$ cat config.mk
export PLATFORM = sky130hd
export DESIGN_NAME = hpp_port
export DESIGN_NICKNAME = d
export VERILOG_FILES = /design/src/rtl/hpp_pkg.sv /design/src/rtl/hpp_edge.sv /design/src/rtl/hpp_inbuf.sv /design/src/rtl/hpp_outbuf.sv /design/src/rtl/hpp_port.sv
export SDC_FILE = /design/constraint.sdc
export NUM_CORES = 1
export LEC_CHECK = 0
export ABC_AREA = 1
export BUFFER_PORTS_ARGS = -buffer_cell sky130_fd_sc_hd__buf_4
export CAP_MARGIN = 20
export CORE_MARGIN = 4
export CORE_UTILIZATION = 55
export CTS_BUF_LIST = sky130_fd_sc_hd__clkbuf_8
export CTS_CLUSTER_SIZE = 25
export DETAILED_ROUTE_END_ITERATION = 8
export PLACE_DENSITY = 0.92
export REMOVE_ABC_BUFFERS = 1
export SYNTH_ARGS = -nofsm -noshare
export SYNTH_HDL_FRONTEND = slang
export SYNTH_SLANG_ARGS = --single-unit
$ cat constraint.sdc
create_clock -name clk -period 1.8 [get_ports clk]
set_input_delay 0.18 -clock clk [delete_from_list [all_inputs] [get_ports clk]]
set_output_delay 0.18 -clock clk [all_outputs]
set_load 0.02 [all_outputs]
$ cat src/rtl/hpp_pkg.sv
package hpp_pkg;
  localparam int ST_IBF  = 0;
  localparam int ST_OBF  = 1;
  localparam int ST_OVR  = 2;
  localparam int ST_BITS = 3;

  // Packs the flags into the low bits of the status word.
  function automatic logic [ST_BITS-1:0] status_bits(input logic ibf, input logic obf,
                                                     input logic ovr);
    logic [ST_BITS-1:0] s;
    s = '0;
    s[ST_IBF] = ibf;
    s[ST_OBF] = obf;
    s[ST_OVR] = ovr;
    return s;
  endfunction

  function automatic logic rise(input logic now, input logic prev);
    return now & ~prev;
  endfunction
endpackage

$ cat src/rtl/hpp_edge.sv
module hpp_edge #(
  parameter int N = 2
) (
  input  logic         clk,
  input  logic         rst_n,
  input  logic [N-1:0] lvl,
  output logic [N-1:0] rise
);
  import hpp_pkg::*;
  logic [N-1:0] prev;

  for (genvar i = 0; i < N; i++) begin : g_bit
    always_ff @(posedge clk or negedge rst_n) begin
      if (!rst_n) prev[i] <= 1'b0;
      else        prev[i] <= lvl[i];
    end
    assign rise[i] = hpp_pkg::rise(lvl[i], prev[i]);
  end
endmodule

$ cat src/rtl/hpp_inbuf.sv
module hpp_inbuf #(
  parameter int DW = 8
) (
  input  logic          clk,
  input  logic          rst_n,
  input  logic          wr_ev,
  input  logic [DW-1:0] din,
  input  logic          consume,
  input  logic          cent_mode,
  input  logic          ovr_clr,
  output logic [DW-1:0] data,
  output logic          full,
  output logic          busy,
  output logic          ovr
);
  logic accept, drop;
  assign accept = wr_ev & ~full;
  assign drop   = wr_ev & full;

  always_ff @(posedge clk or negedge rst_n) begin
    if (!rst_n) begin
      data <= '0;
      full <= 1'b0;
      busy <= 1'b0;
      ovr  <= 1'b0;
    end else begin
      if (accept) data <= din;
      full <= accept | (full & ~consume);
      busy <= (wr_ev & cent_mode) | (busy & ~consume);
      ovr  <= drop | (ovr & ~ovr_clr);
    end
  end
endmodule

$ cat src/rtl/hpp_outbuf.sv
module hpp_outbuf #(
  parameter int DW = 8
) (
  input  logic          clk,
  input  logic          rst_n,
  input  logic          load,
  input  logic [DW-1:0] load_data,
  input  logic          rd_data_ev,
  input  logic          rd_stat_ev,
  input  logic [DW-1:0] stat_word,
  input  logic          rd_level,
  input  logic          cent_mode,
  output logic          full,
  output logic [DW-1:0] dout,
  output logic          doe
);
  logic [DW-1:0] buf_q;

  always_ff @(posedge clk or negedge rst_n) begin
    if (!rst_n) begin
      buf_q <= '0;
      full  <= 1'b0;
      dout  <= '0;
      doe   <= 1'b0;
    end else begin
      if (load) buf_q <= load_data;
      full <= load | (full & ~rd_data_ev);
      if (rd_data_ev)      dout <= buf_q;
      else if (rd_stat_ev) dout <= stat_word;
      if (cent_mode || !rd_level)      doe <= 1'b0;
      else if (rd_data_ev || rd_stat_ev) doe <= 1'b1;
    end
  end
endmodule

$ cat src/rtl/hpp_port.sv
module hpp_port #(
  parameter int DW = 8
) (
  input  logic          clk,
  input  logic          rst_n,
  input  logic          cent_mode,
  input  logic          hp_sel,
  input  logic          hp_addr,
  input  logic          hp_rd,
  input  logic          hp_wr,
  input  logic [DW-1:0] hp_din,
  output logic [DW-1:0] hp_dout,
  output logic          hp_doe,
  output logic          ibf_pin,
  output logic          obf_pin,
  output logic          busy,
  input  logic          cpu_wr,
  input  logic [DW-1:0] cpu_wdata,
  input  logic          cpu_rd,
  output logic [DW-1:0] cpu_rdata
);
  import hpp_pkg::*;

  localparam int STROBES = 2;
  localparam int S_RD = 0;
  localparam int S_WR = 1;

  logic [STROBES-1:0] strobe_rise;
  logic host_wr_ev, host_rd_data_ev, host_rd_stat_ev;
  logic ovr_flag;
  logic [DW-1:0] stat_word, dout_q;

  hpp_edge #(.N(STROBES)) u_edge (
    .clk  (clk),
    .rst_n(rst_n),
    .lvl  ({hp_wr, hp_rd}),
    .rise (strobe_rise)
  );

  // Named host events
  assign host_wr_ev      = strobe_rise[S_WR] & hp_sel & (cent_mode | ~hp_addr);
  assign host_rd_data_ev = strobe_rise[S_RD] & hp_sel & ~cent_mode & ~hp_addr;
  assign host_rd_stat_ev = strobe_rise[S_RD] & hp_sel & ~cent_mode & hp_addr;

  assign stat_word = DW'(status_bits(ibf_pin, obf_pin, ovr_flag));

  hpp_inbuf #(.DW(DW)) u_in (
    .clk      (clk),
    .rst_n    (rst_n),
    .wr_ev    (host_wr_ev),
    .din      (hp_din),
    .consume  (cpu_rd),
    .cent_mode(cent_mode),
    .ovr_clr  (host_rd_stat_ev),
    .data     (cpu_rdata),
    .full     (ibf_pin),
    .busy     (busy),
    .ovr      (ovr_flag)
  );

  hpp_outbuf #(.DW(DW)) u_out (
    .clk       (clk),
    .rst_n     (rst_n),
    .load      (cpu_wr),
    .load_data (cpu_wdata),
    .rd_data_ev(host_rd_data_ev),
    .rd_stat_ev(host_rd_stat_ev),
    .stat_word (stat_word),
    .rd_level  (hp_rd),
    .cent_mode (cent_mode),
    .full      (obf_pin),
    .dout      (dout_q),
    .doe       (hp_doe)
  );

  assign hp_dout = hp_doe ? dout_q : '0;
endmodule

==> results by group <==
Final layout
  • Share of cells above drive strength 1: 31.3%
  • Most frequent cells in the layout: nand2_1, buf_4, dfrtp_1
  • Fillers: 159
  • Ant diodes: 0
  • Layout area overhead: 34.8%
  • Commonest non-fill, non-tap cell in the layout: nand2_1
  • Final nets: 220
  • Final Non-Filler Cells: 223
  • Final instance area: 1760 um^2

Floorplan
  • FP Rows: 17
  • Die area: 3220 um^2
  • Die outline height: 56.7 um
  • # IOs: 45
  • Die width: 56.7 um
  • Core Box Area: 2230 um^2
  • Initial Utilization: 58.4%

GRT
  • Vias in the first global route: 1141
  • First-pass GRT wire length: 5180 um
  • Largest net degree at the start of global routing: 32
  • Grt ovf: 0
  • Initial antenna violation count: 0
  • Global Route Usage Sum: 21.1%

Worst setup path
  • Setup crit end kind: output pin
  • Setup CP Type: flop to output pin
  • R2r worst-path depth: 6
  • Crit-path max FO: 10
  • Worst setup SP type: flop
  • Critical Path RT: 1.62 ns
  • Crit path to: hp_dout[1]
  • Crit path from: u_out.doe
  • Reg-to-reg slack, setup: 0.71 ns
  • Reg-to-reg endpoint: u_out.full
  • Critical path arrival: 1.07 ns
  • R2r startpoint: u_edge.prev[0]

Clock tree
  • Resize count post-CTS: 0
  • CTS max path bufs: 2
  • Postcts setup bufs: 0
  • Number of clock sinks: 31
  • Level count of the clock H-tree: 2
  • CTS buffer count: 5
  • Root Driver: clkbuf_8
  • Clk pin slew, worst setup/hold paths: 0.06 ns
  • Worst skew pair latency: 0.28 ns
  • CTS tree: yes
  • Hold Buf Count CTS: 1

Drt
  • Vias per cell: 5.09
  • Drt drc: 0
  • DRT iter0 DRCs: 18
  • Post-Route WL: 3000 um
  • Detailed Routing Iterations Pass 1: 4
  • Remaining antenna violation count: 0
  • Routed len/inst: 13.4 um
  • Via count: 1134

Synth
  • XOR/XNOR Fraction of Synth Area: 0%
  • Simple-gate share of the synthesized area: 28.8%
  • Largest family of logic cells by synthesized area: simple AND/OR/NAND/NOR gates
  • Seq cells post-synth: 31
  • Synth warn: 0
  • Mapped Area: 1310 um^2
  • Synth Area per Inst: 9.00 um^2
  • Syn Inst Count: 145
  • Seq/Total Area, Yosys: 59.4%
  • Synth Area in Compound Gates: 5.08%
  • Unique cell type count in the Yosys netlist: 17
  • Post-Synth Adder-Cell Area: 0%
  • Post-synthesis mux area share: 0%

Place
  • Buffers on Ports: 44
  • Cell count after placement: 215
  • Post-DP HPWL: 2260 um
  • Pre-CTS setup slack: 0.726 ns
  • Dpl cell area: 1660 um^2
  • Routability Congestion: 0.739

Timing
  • Peak Freq: 801 MHz
  • RSZ-0062 raised after global routing: false
  • PnR worst setup slack: 0.551 ns
  • Least-Margin Pin Slew: 0.380 ns
  • Tmin final: 1.25 ns
  • Clk_skew: 0.00627 ns
  • Slew margin rel.: 74.7%
  • Setup Viol. Count Final: 0
  • Final Hold Viols: 0
  • Post-route setup TNS: 0 ns
  • Fin. max-slew vios: 0
  • Crit share post-route: 69.4%

Hold path
  • Min-Delay Path Class: input port to flop
  • Hold path cells: 1

Power and ir drop
  • Comb pwr share: 19.4%
  • Peak supply drop: 0.839 mV
  • Clock share of power: 31.2%
  • Leak: 0.991 nW
  • Internal power: 1.24 mW
  • NetSw: 0.482 mW
  • Power Density: 976 nW/um^2
  • Sw frac: 28.0%
  • Final Total Pwr: 1.72 mW
  • Sequential fraction of design power: 49.4%

Flow run
  • Max-Cap Viols: 0

Outcome
  • Status: finished, final reports clean
-- per-layer routing --
layer	track usage (%)	routed length (um)
met1	26.0	1210
met2	34.8	1560
met3	5.52	188
met4	9.15	34
met5	0	0
-- kinds of logic after synthesis --
group / count (synthesis)
buf+inv: 23
simple gates: 78
compound gates: 13
flops: 31
-- metrics by stage --
step           hold slack [ns]  util (%)
3_5_place_dp             0.124      74.4
5_1_grt                 0.0223      78.8
4_1_cts                 0.0167      78.8
2_1_floorplan           -0.116         -
6_report                0.0248      78.8
3_3_place_gp             0.120      74.4
-- cell usage after synthesis --
cell,number,share of area [%]
dfrtp_1,31,59
o22ai_1,1,0.48
inv_1,18,5.2
nand2_2,2,0.96
nor2_8,1,1.5
nand3_1,17,6.5
buf_2,1,0.38
inv_2,3,0.86
a21oi_1,1,0.38
nand2_1,53,15
o21ai_1,6,2.3
nor2_4,2,1.7
nand4_1,1,0.48
clkbuf_1,1,0.29
o21ai_0,5,1.9
nand3_2,1,0.77
nand2_8,1,1.5
-- registers in the layout, indices dropped and copies added, names as in the netlist --
name and count:
u_out.dout 8, u_in.data 8, u_out.full 1, u_in.ovr 1, u_in.busy 1, u_in.full 1, u_edge.prev 2, u_out.buf_q 8
u_out.doe 1
-- worst min-delay path by stage --
stage / startpoint / slack [ns] / endpoint
6_report: hp_wr / 0.02 / u_edge.prev[1]
5_1_grt: hp_wr / 0.02 / u_edge.prev[1]
3_3_place_gp: rst_n / 0.12 / u_out.buf_q[7]
3_5_place_dp: rst_n / 0.12 / u_out.buf_q[4]
2_1_floorplan: rst_n / -0.12 / u_edge.prev[0]
4_1_cts: hp_wr / 0.02 / u_edge.prev[1]
-- power by group through the flow --
stage / clock network, mW / registers, mW / logic, mW
5_1_grt: 0.581 / 0.863 / 0.364
6_report: 0.536 / 0.849 / 0.333
4_1_cts: 0.545 / 0.849 / 0.336
3_3_place_gp: 0 / 0.856 / 0.320
3_5_place_dp: 0 / 0.860 / 0.332
2_1_floorplan: 0 / 0.903 / 0.113
-- layout make-up --
| cell class | count | area, um^2 | share of cell area, % |
|---|---|---|---|
| sequential | 31 | 776 | 44.1 |
| multi-input combinational | 91 | 442 | 25.1 |
| timing repair buffer | 45 | 340 | 19.3 |
| clock buffer | 6 | 82.6 | 4.69 |
| inverter | 21 | 78.8 | 4.48 |
| tap | 28 | 35.0 | 1.99 |
| clock inverter | 1 | 5.00 | 0.284 |
-- critical path, stage by stage, from the launching register on --
cell and delay [ns]:
dfrtp_1 0.49, nand2_1 0.10, inv_1 0.06, buf_4 0.13
Note: power is estimated with default switching activity, not from simulation.
